File: config.mk
export PLATFORM = sky130hd
export DESIGN_NAME = clkmode_sel
export DESIGN_NICKNAME = d
export VERILOG_FILES = /design/src/rtl/clkmode_pkg.sv /design/src/rtl/clkmode_stab_timer.sv /design/src/rtl/clkmode_pll_taps.sv /design/src/rtl/clkmode_src_mux.sv /design/src/rtl/clkmode_sel.sv
export SDC_FILE = /design/constraint.sdc
export NUM_CORES = 1
export LEC_CHECK = 0
export ABC_CLOCK_PERIOD_IN_PS = 3510
export BUFFER_PORTS_ARGS = -buffer_cell sky130_fd_sc_hd__buf_2
export CAP_MARGIN = 20
export CORE_ASPECT_RATIO = 1.4
export CORE_UTILIZATION = 65
export DETAILED_ROUTE_END_ITERATION = 8
export GPL_TIMING_DRIVEN = 1
export PLACE_DENSITY = 0.85
export SLEW_MARGIN = 20
export SYNTH_ARGS = -nofsm -noshare
export SYNTH_HDL_FRONTEND = slang
export SYNTH_HIERARCHICAL = 1
export SYNTH_SLANG_ARGS = --single-unit
File: constraint.sdc
create_clock -name clk_i -period 3.51 [get_ports clk_i]
set_input_delay 0.351 -clock clk_i [delete_from_list [all_inputs] [get_ports clk_i]]
set_output_delay 0.351 -clock clk_i [all_outputs]
set_load 0.01 [all_outputs]
File: src/rtl/clkmode_pkg.sv
package clkmode_pkg;

    localparam int unsigned NUM_SRC       = 8;
    localparam int unsigned SEL_W         = $clog2(NUM_SRC);
    localparam int unsigned PLL_LOG2_MULT = 4;
    localparam int unsigned NUM_TAPS      = PLL_LOG2_MULT + 1;
    localparam int unsigned RST_BIT       = 7;

    localparam logic [SEL_W-1:0] SEL_RC_FAST = 3'd0;
    localparam logic [SEL_W-1:0] SEL_RC_SLOW = 3'd1;
    localparam logic [SEL_W-1:0] SEL_XIN     = 3'd2;
    localparam logic [SEL_W-1:0] SEL_PLL_X1  = 3'd3;

    typedef struct packed {
        logic             pll_en;
        logic             osc_en;
        logic [1:0]       osc_mode;
        logic [SEL_W-1:0] sel;
    } cfg_t;

    localparam cfg_t CFG_RESET = '{pll_en: 1'b0, osc_en: 1'b0,
                                   osc_mode: 2'b00, sel: SEL_RC_SLOW};

    // Enables required by a select code
    function automatic logic sel_legal(logic [SEL_W-1:0] s, logic osc, logic pll);
        if (s == SEL_XIN)         return osc;
        else if (s >= SEL_PLL_X1) return osc && pll;
        else                      return 1'b1;
    endfunction

    // Source warmed up and ready to forward
    function automatic logic sel_usable(logic [SEL_W-1:0] s, logic osc_rdy, logic pll_rdy);
        if (s == SEL_XIN)         return osc_rdy;
        else if (s >= SEL_PLL_X1) return osc_rdy && pll_rdy;
        else                      return 1'b1;
    endfunction

endpackage

File: src/rtl/clkmode_stab_timer.sv
module clkmode_stab_timer #(
    parameter int unsigned CYCLES = 16
) (
    input  logic clk_i,
    input  logic rst_ni,
    input  logic en_i,
    output logic ready_o
);
    localparam int unsigned CW = $clog2(CYCLES + 1);
    localparam logic [CW-1:0] LOAD = CW'(CYCLES);

    logic [CW-1:0] cnt_d, cnt_q;

    always_comb begin
        cnt_d = cnt_q;
        if (!en_i)               cnt_d = LOAD;
        else if (cnt_q != '0)    cnt_d = cnt_q - CW'(1);
    end

    always_ff @(posedge clk_i or negedge rst_ni) begin
        if (!rst_ni) cnt_q <= LOAD;
        else         cnt_q <= cnt_d;
    end

    assign ready_o = en_i && (cnt_q == '0);

endmodule

File: src/rtl/clkmode_pll_taps.sv
module clkmode_pll_taps #(
    parameter int unsigned LOG2_MULT = 4
) (
    input  logic             clk_i,
    input  logic             rst_ni,
    input  logic             run_i,
    input  logic             vco_tick_i,
    output logic [LOG2_MULT:0] tap_o
);
    logic [LOG2_MULT-1:0] phase_d, phase_q;

    always_comb begin
        phase_d = phase_q;
        if (!run_i)          phase_d = '0;
        else if (vco_tick_i) phase_d = phase_q + LOG2_MULT'(1);
    end

    always_ff @(posedge clk_i or negedge rst_ni) begin
        if (!rst_ni) phase_q <= '0;
        else         phase_q <= phase_d;
    end

    // Tap j passes one of every 2^(LOG2_MULT-j) internal ticks
    for (genvar j = 0; j <= LOG2_MULT; j++) begin : g_tap
        localparam int unsigned DIV_LOG2 = LOG2_MULT - j;
        localparam logic [LOG2_MULT-1:0] MASK = LOG2_MULT'((1 << DIV_LOG2) - 1);
        assign tap_o[j] = run_i && vco_tick_i && ((phase_q & MASK) == MASK);
    end

endmodule

File: src/rtl/clkmode_src_mux.sv
module clkmode_src_mux #(
    parameter int unsigned NUM_SRC = 8,
    parameter int unsigned SEL_W   = $clog2(NUM_SRC)
) (
    input  logic [NUM_SRC-1:0] tick_i,
    input  logic [SEL_W-1:0]   sel_i,
    input  logic               hold_i,
    output logic               tick_o
);
    always_comb begin
        tick_o = 1'b0;
        for (int k = 0; k < NUM_SRC; k++) begin
            if (sel_i == SEL_W'(k)) tick_o = tick_i[k];
        end
        if (hold_i) tick_o = 1'b0;
    end

endmodule

File: src/rtl/clkmode_sel.sv
module clkmode_sel
    import clkmode_pkg::*;
#(
    parameter int unsigned STALL_CYC    = 15000,
    parameter int unsigned PLL_STAB_CYC = 20000,
    parameter int unsigned OSC_STAB_CYC = 2000000
) (
    input  logic       clk_i,
    input  logic       rst_ni,
    input  logic       wr_en_i,
    input  logic [7:0] wr_data_i,
    input  logic       rc_fast_tick_i,
    input  logic       rc_slow_tick_i,
    input  logic       xin_tick_i,
    input  logic       vco_tick_i,
    output logic       clk_en_o,
    output logic [2:0] active_sel_o,
    output logic       osc_en_o,
    output logic       pll_en_o,
    output logic [1:0] osc_mode_o,
    output logic       busy_o,
    output logic       pending_o,
    output logic       illegal_o,
    output logic       rst_req_o
);
    localparam int unsigned STALL_W = $clog2(STALL_CYC + 1);

    typedef struct packed {
        cfg_t               cfg;
        logic [SEL_W-1:0]   act;
        logic [STALL_W-1:0] stall;
        logic               illegal;
        logic               rst_req;
    } state_t;

    localparam state_t ST_RESET = '{cfg: CFG_RESET, act: SEL_RC_SLOW,
                                    stall: '0, illegal: 1'b0, rst_req: 1'b0};

    state_t d, q;
    cfg_t   wr_cfg;
    logic   osc_rdy, pll_rdy;
    logic   [NUM_TAPS-1:0] taps;
    logic   [NUM_SRC-1:0]  ticks;

    assign wr_cfg = cfg_t'(wr_data_i[6:0]);

    clkmode_stab_timer #(.CYCLES(OSC_STAB_CYC)) u_osc_timer (
        .clk_i   (clk_i),
        .rst_ni  (rst_ni),
        .en_i    (q.cfg.osc_en),
        .ready_o (osc_rdy)
    );

    clkmode_stab_timer #(.CYCLES(PLL_STAB_CYC)) u_pll_timer (
        .clk_i   (clk_i),
        .rst_ni  (rst_ni),
        .en_i    (q.cfg.pll_en),
        .ready_o (pll_rdy)
    );

    clkmode_pll_taps #(.LOG2_MULT(PLL_LOG2_MULT)) u_taps (
        .clk_i      (clk_i),
        .rst_ni     (rst_ni),
        .run_i      (q.cfg.pll_en && q.cfg.osc_en),
        .vco_tick_i (vco_tick_i),
        .tap_o      (taps)
    );

    assign ticks = {taps, xin_tick_i && q.cfg.osc_en, rc_slow_tick_i, rc_fast_tick_i};

    clkmode_src_mux #(.NUM_SRC(NUM_SRC), .SEL_W(SEL_W)) u_mux (
        .tick_i (ticks),
        .sel_i  (q.act),
        .hold_i (q.stall != '0),
        .tick_o (clk_en_o)
    );

    always_comb begin
        d         = q;
        d.rst_req = 1'b0;

        if (q.stall != '0) d.stall = q.stall - STALL_W'(1);

        // Take the request once the stall is ending and the source is ready;
        // otherwise leave a source that has lost its enables
        if (q.stall <= STALL_W'(1) && sel_usable(q.cfg.sel, osc_rdy, pll_rdy)) begin
            d.act = q.cfg.sel;
        end else if (!sel_usable(q.act, osc_rdy, pll_rdy)) begin
            d.act = SEL_RC_SLOW;
        end

        if (wr_en_i) begin
            if (wr_data_i[RST_BIT]) begin
                d         = ST_RESET;
                d.rst_req = 1'b1;
            end else begin
                d.cfg   = wr_cfg;
                d.stall = STALL_W'(STALL_CYC);
                if (!sel_legal(wr_cfg.sel, wr_cfg.osc_en, wr_cfg.pll_en)) begin
                    d.illegal = 1'b1;
                end
            end
        end
    end

    always_ff @(posedge clk_i or negedge rst_ni) begin
        if (!rst_ni) q <= ST_RESET;
        else         q <= d;
    end

    assign active_sel_o = q.act;
    assign osc_en_o     = q.cfg.osc_en;
    assign pll_en_o     = q.cfg.pll_en;
    assign osc_mode_o   = q.cfg.osc_mode;
    assign busy_o       = (q.stall != '0);
    assign pending_o    = sel_legal(q.cfg.sel, q.cfg.osc_en, q.cfg.pll_en)
                          && (q.cfg.sel != q.act);
    assign illegal_o    = q.illegal;
    assign rst_req_o    = q.rst_req;

endmodule

==> flow_summary.yaml, run 1 <==
timing:
  fmax_ghz: 0.353
  finalSetupTns_ns: 0
  relSlewSlack_pct: 41.5
  period_minus_slack_ns: 2.84
  final-setup-viol-count: 0
  drv_slew: 0
  setup_ws_ns: 0.673
  tightest_slew_ns: 0.878
  fin_crit_sh_pct: 80.8
  finalHoldViolCount: 0
  skew_ns: 0.0102
  grt_setup_unrepaired: "no"
cts:
  clk_path_buf_depth: 2
  postCtsSetupBuffers: 0
  cts_resized: 0
  clock_sinks: 66
  postCtsHoldBufs: 0
  cts_tree: "yes"
  clk-insertion-delay-late_ns: 0.35
  htree_levels: 3
  cts_buffers: 9
  cts_root_buffer: "clkbuf_8"
  path_clk_slew_ns: 0.07
worst_setup_path:
  r2r_slack_ns: 0.80
  crit_buf_inv: 3
  crit_chain: "inv_1 -> ha_1 -> nor3b_1 -> and4_1 -> inv_2 -> a21o_1 -> a311oi_1 -> buf_2"
  cp-startpoint: "q[2]$_DFFE_PN0P_"
  cp-end-kind: "output pin"
  r2r_start: "u_pll_timer/cnt_q[0]$_DFFE_PN0N_"
  rr_worst_depth: 8
  path_max_fanout: 8
  cp_top_family: "simple AND/OR/NAND/NOR gates"
  required_ns: 3.16
  path_class: "reg2out"
  crit_arrival_ns: 2.49
  start_kind: "flop"
  slowest_stage: "dfrtp_1"
  max_stage_delay_ns: 0.45
  rr_endpoint: "active_sel_o[1]$_DFF_PN0_"
logic_synthesis:
  post-synth-top-count-cell: "dfrtp_1"
  syn_avg_cell_area_um2: 9.96
  synth_edf_count: 0
  synth_area_leaders: "dfrtp_1, dfstp_2, mux2i_1, a21oi_1, nand2_1"
  synth_nets: 409
  ys_seq_area_share_pct: 43.4
  yosysTopAreaCell: "dfrtp_1"
  synthArstFlopShare_pct: 100
  yosysWarnings: 6
  ys_top_cells_by_count: "dfrtp_1, nand2_1, a21oi_1, nor2_1"
  synth_top_area_share_pct: 33.9
  ys_types: 73
  synthCells: 386
  synth_flop_cell: "dfrtp_1"
  synth_area_mm2: 0.00384
  synth_seq_cells: 66
floorplanning:
  die_y_um: 93.0
  placementRows: 32
  start_util_pct: 68.6
  die_w_um: 67.0
  core_area_mm2: 0.00561
  io_pins: 27
  dieArea_mm2: 0.00623
global_routing:
  antenna_found_initial: 0
  grt_pass1_vias: 2984
  gr-usage-all-layers_pct: 28.9
  grt_overflow: 0
  grt_max_degree: 41
  grt_pass1_wl_mm: 13.5
flow_run:
  max_cap_violations: 0
route:
  drc: 0
  via_per_inst: 6.48
  wire_per_inst_um: 16.5
  via_count: 3128
  drt-initial-drc-count: 216
  wirelength_mm: 7.99
  final_antenna_net_count: 0
  drtPass1Iterations: 7
run_status:
  outcome: "finished clean"
hold_path:
  hold_class: "in2async"
finish:
  layout.nets: 433
  layout-drive-gt1-share_pct: 20.7
  diodes: 0
  fin_area_mm2: 0.00422
  syn_to_final_growth_pct: 9.67
  fin_util_pct: 75.2
  fillers: 403
pwr:
  irDropWorstVdd_mv: 0.300
  p_leak_nw: 1.73
  power.density_mw_per_mm2: 451
  power.total_mw: 1.90
place:
  place_area_mm2: 0.00398
  hpwlAfterDp_mm: 5.52
  pre_cts_slack_ns: 0.881
  io_buffers: 26
  gp_congestion: 0.877
metrics by stage:
stage                     instances  hold WS (ns)
final                           483         0.123
after global routing            483         0.188
after CTS                       483         0.137
after detailed placement        467         0.489
after global placement          467         0.477
after floorplan                 386        0.0554
how the worst max path moves through the flow:
stage / endpoint / slack (ns) / cells past startpoint
2_1_floorplan: active_sel_o[0]$_DFF_PN1_ / 1.14 / 9
3_3_place_gp: active_sel_o[0]$_DFF_PN1_ / 1.02 / 8
3_5_place_dp: active_sel_o[1]$_DFF_PN0_ / 0.88 / 8
4_1_cts: clk_en_o / 0.67 / 8
5_1_grt: clk_en_o / 0.55 / 8
6_report: clk_en_o / 0.67 / 8
cell type report:
cell class              count  area [um2]  area share, %
flip-flops and latches     66        1670           39.6
multi-input cells         289        2010           47.8
repair buffers             29         153           3.62
inverters                  15        56.3           1.34
clock inverters             4        72.6           1.72
well taps                  68        85.1           2.02
clock buffers              12         165           3.92
cells in the final DEF, fill, tap and decap left out, types with 7 or more instances in the layout:
| master | instances |
|---|---|
| nand2_1 | 27 |
| o31ai_1 | 13 |
| nor2_1 | 24 |
| nand2b_1 | 16 |
| nor4_1 | 10 |
| o21ai_0 | 13 |
| nand3_1 | 16 |
| or3_1 | 7 |
| buf_2 | 26 |
| mux2i_1 | 14 |
| inv_1 | 14 |
| or4_1 | 11 |
| dfrtp_1 | 52 |
| a21oi_1 | 24 |
| xor2_1 | 7 |
| clkbuf_8 | 12 |
| nor3_1 | 12 |
| ha_1 | 8 |
| dfstp_2 | 14 |
logic make-up after synthesis:
logic type                 count (synthesis)  synth area share (%)
and+or+nand+nor                          173                  28.2
AOI/OAI and AO/OA                         81                  14.3
DFF                                       66                  43.4
buffers and inverters                     31                  4.17
muxes                                     17                  5.01
xor gates and xnor gates                  10                  2.28
adders and majority gates                  8                  2.60
layer usage:
layer | global-route usage [%] | vias up | part of all wire (%)
met2 | 48.5 | 79 | 53
met1 | 35.7 | 1552 | 42
met4 | 11.3 | 0 | 1.8
met5 | 0 | - | 0
li1 | - | 1482 | -
met3 | 6.34 | 15 | 3.4
flip-flops by register name (all words and copies together), names as in the netlist:
signal / cells
u_osc_timer/cnt_q: 21
active_sel_o: 3
rst_req_o: 1
u_pll_timer/cnt_q: 15
u_taps/phase_q: 4
osc_mode_o: 2
pll_en_o: 1
q: 17
illegal_o: 1
osc_en_o: 1
power by group:
group | switching, mW | internal (mW) | leakage, nW
clock | 0.294 | 0.457 | 0.119
sequential | 0.0625 | 0.809 | 0.835
combinational | 0.163 | 0.118 | 0.773
total | 0.519 | 1.38 | 1.73
No activity file was read; power rests on OpenSTA's default activity.
==> run 2: changes to the inputs <==
- ABC_AREA: default -> 1
- ABC_CLOCK_PERIOD_IN_PS: 3510 -> 2400
- CORE_UTILIZATION: 65 -> 56
- PLACE_DENSITY: 0.85 -> 0.77
- clock period: 3.51 -> 2.4 ns (I/O delays scaled with it)
==> run 2 against run 1 <==
Effect of this change:
- die area rose by 32%
- worst hold slack got worse by 0.021 ns
- utilization fell by 10 points
- design area rose by 16%
- via count rose by 26%
- count of clock-buffer cells in the layout fell by 2
- synthesized cell count rose by 60%
- sequential share of layout area fell by 5.4 points
- wire length rose by 21%
- sequential power rose by 48%
==> flow_summary.yaml, run 2 <==
finish:
  layout_common_cells: "nand2_1, nor2_1, inv_1"
  final_common_cell: "nand2_1"
  largest_register_ffs: 21
  reg.largest.list: "u_osc_timer/cnt_q x21, q x17, u_pll_timer/cnt_q x15"
  layout.nets: 671
  syn_to_final_growth_pct: 10.6
  largest-register: "u_osc_timer/cnt_q"
  layout-drive-gt1-share_pct: 20.5
  diodes: 0
worst_setup_path:
  crit_chain: "nor2_2 -> nand3_2 -> nor2_1 -> nand2_1 -> inv_1 -> nand2_1 -> nor2_1 -> buf_2"
  required_ns: 2.16
  r2r_slack_ns: 0.39
  rr_worst_depth: 13
  cp-end-kind: "output pin"
  start_kind: "flop"
  path_max_fanout: 4
  r2r_start: "u_pll_timer/cnt_q[0]$_DFFE_PN0N_"
  rr_endpoint: "active_sel_o[0]$_DFF_PN1_"
  crit_arrival_ns: 1.77
  cp_top_family: "simple AND/OR/NAND/NOR gates"
  crit_buf_inv: 2
  slowest_stage: "dfrtp_1"
  path_class: "reg2out"
  max_stage_delay_ns: 0.44
global_routing:
  gr-usage-all-layers_pct: 26.1
  grt_pass1_wl_mm: 16.8
  grt_overflow: 0
  grt_max_degree: 67
  grt_pass1_vias: 3906
  antenna_found_initial: 0
floorplanning:
  dieArea_mm2: 0.00825
  start_util_pct: 58.9
  placementRows: 37
  core_area_mm2: 0.00750
  io_pins: 27
  die_w_um: 77.0
  die_y_um: 107
timing:
  drv_slew: 0
  hold_ws_ns: 0.102
  finalSetupTns_ns: 0
  fmax_ghz: 0.499
  relSlewSlack_pct: 61.5
  setup_ws_ns: 0.394
  period_minus_slack_ns: 2.01
  finalHoldViolCount: 0
  tightest_slew_ns: 0.577
  fin_crit_sh_pct: 83.6
  skew_ns: 0.0129
  grt_setup_unrepaired: "no"
  final-setup-viol-count: 0
logic_synthesis:
  synth_edf_count: 0
  synthArstFlopShare_pct: 100
  synthCells: 616
  synth_area_mm2: 0.00442
  ys_top_cells_by_count: "nand2_1, nor2_1, inv_1"
  ys_types: 40
  ys_seq_area_share_pct: 37.8
  syn_avg_cell_area_um2: 7.17
  synth_area_leaders: "dfrtp_1, nand2_1, dfstp_2, nor2_1, inv_1"
  yosysWarnings: 6
  post-synth-top-count-cell: "nand2_1"
  synth_nets: 639
  synth_flop_cell: "dfrtp_1"
  synth_seq_cells: 66
  synth_top_area_share_pct: 29.5
  yosysTopAreaCell: "dfrtp_1"
cts:
  clk_path_buf_depth: 2
  postCtsSetupBuffers: 0
  cts_tree: "yes"
  cts_buffers: 9
  clk-insertion-delay-late_ns: 0.36
  htree_levels: 3
  cts_root_buffer: "clkbuf_8"
  clock_sinks: 66
  path_clk_slew_ns: 0.08
pwr:
  power.total_mw: 3.05
  p_leak_nw: 2.57
  power.density_mw_per_mm2: 626
  irDropWorstVdd_mv: 0.436
route:
  via_count: 3932
  drc: 0
  drtPass1Iterations: 5
  wire_per_inst_um: 12.9
  wirelength_mm: 9.69
  drt-initial-drc-count: 192
  via_per_inst: 5.24
  final_antenna_net_count: 0
hold_path:
  hold_path_depth: 2
  hold_end: "osc_mode_o[0]$_DFFE_PN0P_"
  hp-start: "wr_data_i[3]"
  hold_class: "in2reg"
place:
  gp_congestion: 0.888
  pre_cts_slack_ns: 0.416
  hpwlAfterDp_mm: 7.18
  io_buffers: 26
run_status:
  outcome: "finished clean"
flow_run:
  max_cap_violations: 0
-- run 2: cell types whose count changed in the layout (fill, tap and decap cells not counted), moves of 16 or more --
| cell | change |
|---|---|
| nor2_2 | +21 |
| nand2b_1 | -16 |
| nand2_2 | +16 |
| nand3_1 | +40 |
| nor2_1 | +74 |
| nand2_1 | +111 |
| inv_1 | +81 |
-- run 2: cell families after synthesis --
| kind of cell | after synthesis | synth area share, % |
|---|---|---|
| AOI/OAI and AO/OA | 43 | 5.47 |
| xor gates and xnor gates | 6 | 1.19 |
| adders and majority gates | 8 | 2.27 |
| buffers and inverters | 111 | 10.2 |
| DFF | 66 | 37.8 |
| and+or+nand+nor | 382 | 43.1 |
-- run 2: worst max-delay path by stage --
stage,startpoint,endpoint,slack (ns),cells after the start
detailed placement,u_pll_timer/cnt_q[0]$_DFFE_PN0N_,active_sel_o[0]$_DFF_PN1_,0.42,13
global route,u_pll_timer/cnt_q[0]$_DFFE_PN0N_,active_sel_o[0]$_DFF_PN1_,0.23,13
CTS,pll_en_o$_DFFE_PN0P_,clk_en_o,0.39,11
global placement,u_pll_timer/cnt_q[0]$_DFFE_PN0N_,active_sel_o[0]$_DFF_PN1_,0.50,13
floorplan,u_pll_timer/cnt_q[0]$_DFFE_PN0N_,active_sel_o[0]$_DFF_PN1_,0.65,13
finish,q[11]$_DFFE_PN0P_,clk_en_o,0.39,8
-- run 2: stage by stage --
stage          instance area (um2)  cells  util [%]
2_1_floorplan                 4420    616         -
3_3_place_gp                  4640    733      61.9
3_5_place_dp                  4640    733      61.9
4_1_cts                       4880    750      65.1
5_1_grt                       4880    750      65.1
6_report                      4880    750      65.1
-- run 2: layer usage --
| layer | global-route usage (%) | part of all wire [%] | up-vias | wire length [um] |
|---|---|---|---|---|
| li1 | - | - | 1981 | - |
| met1 | 29.6 | 43 | 1853 | 4160 |
| met2 | 45.8 | 51 | 70 | 4900 |
| met3 | 3.83 | 2.7 | 28 | 257 |
| met4 | 16.4 | 3.9 | 0 | 382 |
| met5 | 0 | 0 | - | 0 |
-- run 2: power breakdown --
part	internal (mW)	switching, mW	leakage (nW)
Clock	0.614	0.459	0.112
Sequential	1.19	0.0929	0.837
Combinational	0.234	0.460	1.62
Total	2.04	1.01	2.57
-- run 2: area by class of cell --
class                           instances  area [um2]
Clock buffer                           10         138
Clock inverter                          6        90.1
Fill cell                             675        2620
Inverter                              101         384
Multi-Input combinational cell        439        2300
Sequential cell                        66        1670
Tap cell                               97         121
Timing Repair Buffer                   31         183
-- run 2: worst reg2reg max path, cell delays in order, from the launching register on --
cell	delay, ns
dfrtp_1	0.44
inv_1	0.12
ha_1	0.25
nand2_4	0.10
nor2_8	0.14
nand2_4	0.12
nor2_8	0.14
inv_1	0.09
o21ai_0	0.11
nand2_1	0.10
o21ai_0	0.08
nand2_1	0.06
o21ai_1	0.08
nand3_1	0.08
-- run 2: what timing repair did --
action / in CTS / in global routing
resized for setup: 0 / 0
hold buffers: 1 / 0
endpoints found under the hold margin: 52 / 0
==> run 3: changes to the inputs <==
- ABC_CLOCK_PERIOD_IN_PS: 2400 -> 2000
- CORE_UTILIZATION: 56 -> 62
- PLACE_DENSITY: 0.77 -> 0.81
- clock period: 2.4 -> 2 ns (I/O delays scaled with it)
==> run 3 against run 2 <==
Effect of this change:
- clock skew is 0.0038 ns lower
- sequential power up 21%
- die area fell by 9.5%
- utilization up 5.7 points
- first-iteration DRC count increased by 38%
- design area is 0.64% higher
- sequential cell count unchanged
- critical endpoint unchanged
==> flow_summary.yaml, run 3 (synthesis gave the netlist of run 2 again) <==
place:
  io_buffers: 26
  dp_cells: 733
  hpwlAfterDp_mm: 7.11
  gp_congestion: 0.922
  place_area_mm2: 0.00466
worst_setup_path:
  required_ns: 1.80
  cp-end-kind: "output pin"
  path_class: "reg2out"
  path_max_fanout: 4
  slowest_stage: "dfrtp_1"
  crit_chain: "nor2_4 -> nand3_1 -> nor2_2 -> nand2_1 -> inv_1 -> nand2_1 -> nor2_1 -> buf_2"
  crit_path_frequent_cell: "nand2_1"
  crit_arrival_ns: 1.72
  start_kind: "flop"
  max_stage_delay_ns: 0.47
finish:
  layout-drive-gt1-share_pct: 22.6
  layout.nets: 676
  diodes: 0
  syn_to_final_growth_pct: 11.3
  fin_area_mm2: 0.00491
  largest-register: "u_osc_timer/cnt_q"
  final_common_cell: "nand2_1"
  largest_register_ffs: 21
  instances_no_fill: 753
  reg.largest.list: "u_osc_timer/cnt_q x21, q x17, u_pll_timer/cnt_q x15"
  layout_common_cells: "nand2_1, nor2_1, inv_1"
route:
  wirelength_mm: 9.72
  via_count: 3977
  drc: 0
  wl_met3_um: 393
  top_layer: "met4"
  drtPass1Iterations: 5
  final_antenna_net_count: 0
  wire_per_inst_um: 12.9
  via_per_inst: 5.28
  wl_met2_mm: 5.05
  drt-met1-wl_mm: 3.98
  drt-initial-drc-count: 265
cts:
  path_clk_slew_ns: 0.07
  cts_root_buffer: "clkbuf_8"
  clk_path_buf_depth: 2
  clock_sinks: 66
  cts_tree: "yes"
  htree_levels: 3
  clk-insertion-delay-late_ns: 0.36
  cts_buffers: 9
run_status:
  outcome: "finished clean"
floorplanning:
  dieArea_mm2: 0.00747
  die_y_um: 102
  io_pins: 27
  start_util_pct: 63.7
  die_w_um: 73.3
  core_area_mm2: 0.00694
  placementRows: 36
timing:
  grt_setup_unrepaired: "no"
  period_minus_slack_ns: 1.92
  finalSetupTns_ns: 0
  final-setup-viol-count: 0
  fmax_ghz: 0.522
  skew_ns: 0.00918
  relSlewSlack_pct: 75.6
  fin_crit_sh_pct: 95.9
  finalHoldViolCount: 0
  drv_slew: 0
  tightest_slew_ns: 0.365
global_routing:
  antenna_found_initial: 0
  grt_pass1_wl_mm: 16.4
  grt_overflow: 0
  gr-usage-all-layers_pct: 28.6
  grt_pass1_vias: 3854
  grt_max_degree: 67
pwr:
  power.density_mw_per_mm2: 703
  power.total_mw: 3.45
  irDropWorstVdd_mv: 0.531
  p_leak_nw: 2.57
hold_path:
  hold_class: "in2reg"
flow_run:
  max_cap_violations: 0
run 3: cell types whose count changed in the layout (fill, tap and decap cells not counted), moves of 3 or more:
| cell | delta |
|---|---|
| buf_4 | +5 |
| clkinv_2 | +3 |
| dfrtp_1 | -3 |
| dfrtp_2 | +3 |
| nor2_4 | +3 |
run 3: per-stage QoR:
stage | hold slack (ns) | util (%) | setup WS, ns
2_1_floorplan | -0.0956 | - | 0.254
3_3_place_gp | 0.243 | 67.1 | 0.183
3_5_place_dp | 0.245 | 67.1 | 0.0679
4_1_cts | 0.0433 | 69.9 | 0.0367
5_1_grt | 0.0582 | 70.8 | 0.000134
6_report | 0.0521 | 70.8 | 0.0829
run 3: area by class of cell:
cell class | instances | area (um2)
Clock buffer | 11 | 151
Clock inverter | 5 | 28.8
Tap cell | 95 | 119
Multi-Input combinational cell | 439 | 2340
Inverter | 101 | 384
Sequential cell | 66 | 1670
Fill cell | 603 | 2020
Timing Repair Buffer | 36 | 220
run 3: repair_timing:
item	CTS	global route
setup buffers	0	3
pin swaps	0	3
gates resized for setup	1	13
cloned	0	0
hold endpoints to repair	52	0
hold buffers	1	0
setup endpoints to repair	1	4
run 3: routing by layer:
metal | vias up | global-route usage, %
met1 | 1852 | 32.2
met3 | 31 | 6.11
met4 | 0 | 14.6
met2 | 109 | 50.5
met5 | - | 0
li1 | 1985 | -
run 3: power breakdown:
| group | switching [mW] | total (mW) | leakage [nW] | internal, mW |
|---|---|---|---|---|
| logic | 0.540 | 0.835 | 1.64 | 0.295 |
| clock network | 0.551 | 1.06 | 0.0988 | 0.511 |
| registers | 0.121 | 1.56 | 0.833 | 1.43 |
| total | 1.21 | 3.45 | 2.57 | 2.24 |
run 3: path summary, 6_finish.rpt:
kind / startpoint / to / slack [ns] / cells past startpoint
worst max-delay path: q[4]$_DFFE_PN0P_ / clk_en_o / 0.08 / 8
worst min-delay path: wr_data_i[4] / osc_mode_o[1]$_DFFE_PN0P_ / 0.05 / 2
worst max register to register: u_pll_timer/cnt_q[0]$_DFFE_PN0N_ / active_sel_o[0]$_DFF_PN1_ / 0.16 / 13
worst min register to register: u_pll_timer/cnt_q[14]$_DFFE_PN1N_ / u_pll_timer/cnt_q[14]$_DFFE_PN1N_ / 0.49 / 2
max in group asynchronous: rst_ni / u_osc_timer/cnt_q[17]$_DFFE_PN1N_ / 1.26 / 3
min in group asynchronous: rst_ni / u_osc_timer/cnt_q[6]$_DFFE_PN0N_ / 0.37 / 3
run 3: critical path: cells and delay by family (launching register included):
| kind | cells | cell delay [ns] |
|---|---|---|
| simple gates | 6 | 0.68 |
| flops | 1 | 0.47 |
| buf+inv | 2 | 0.21 |
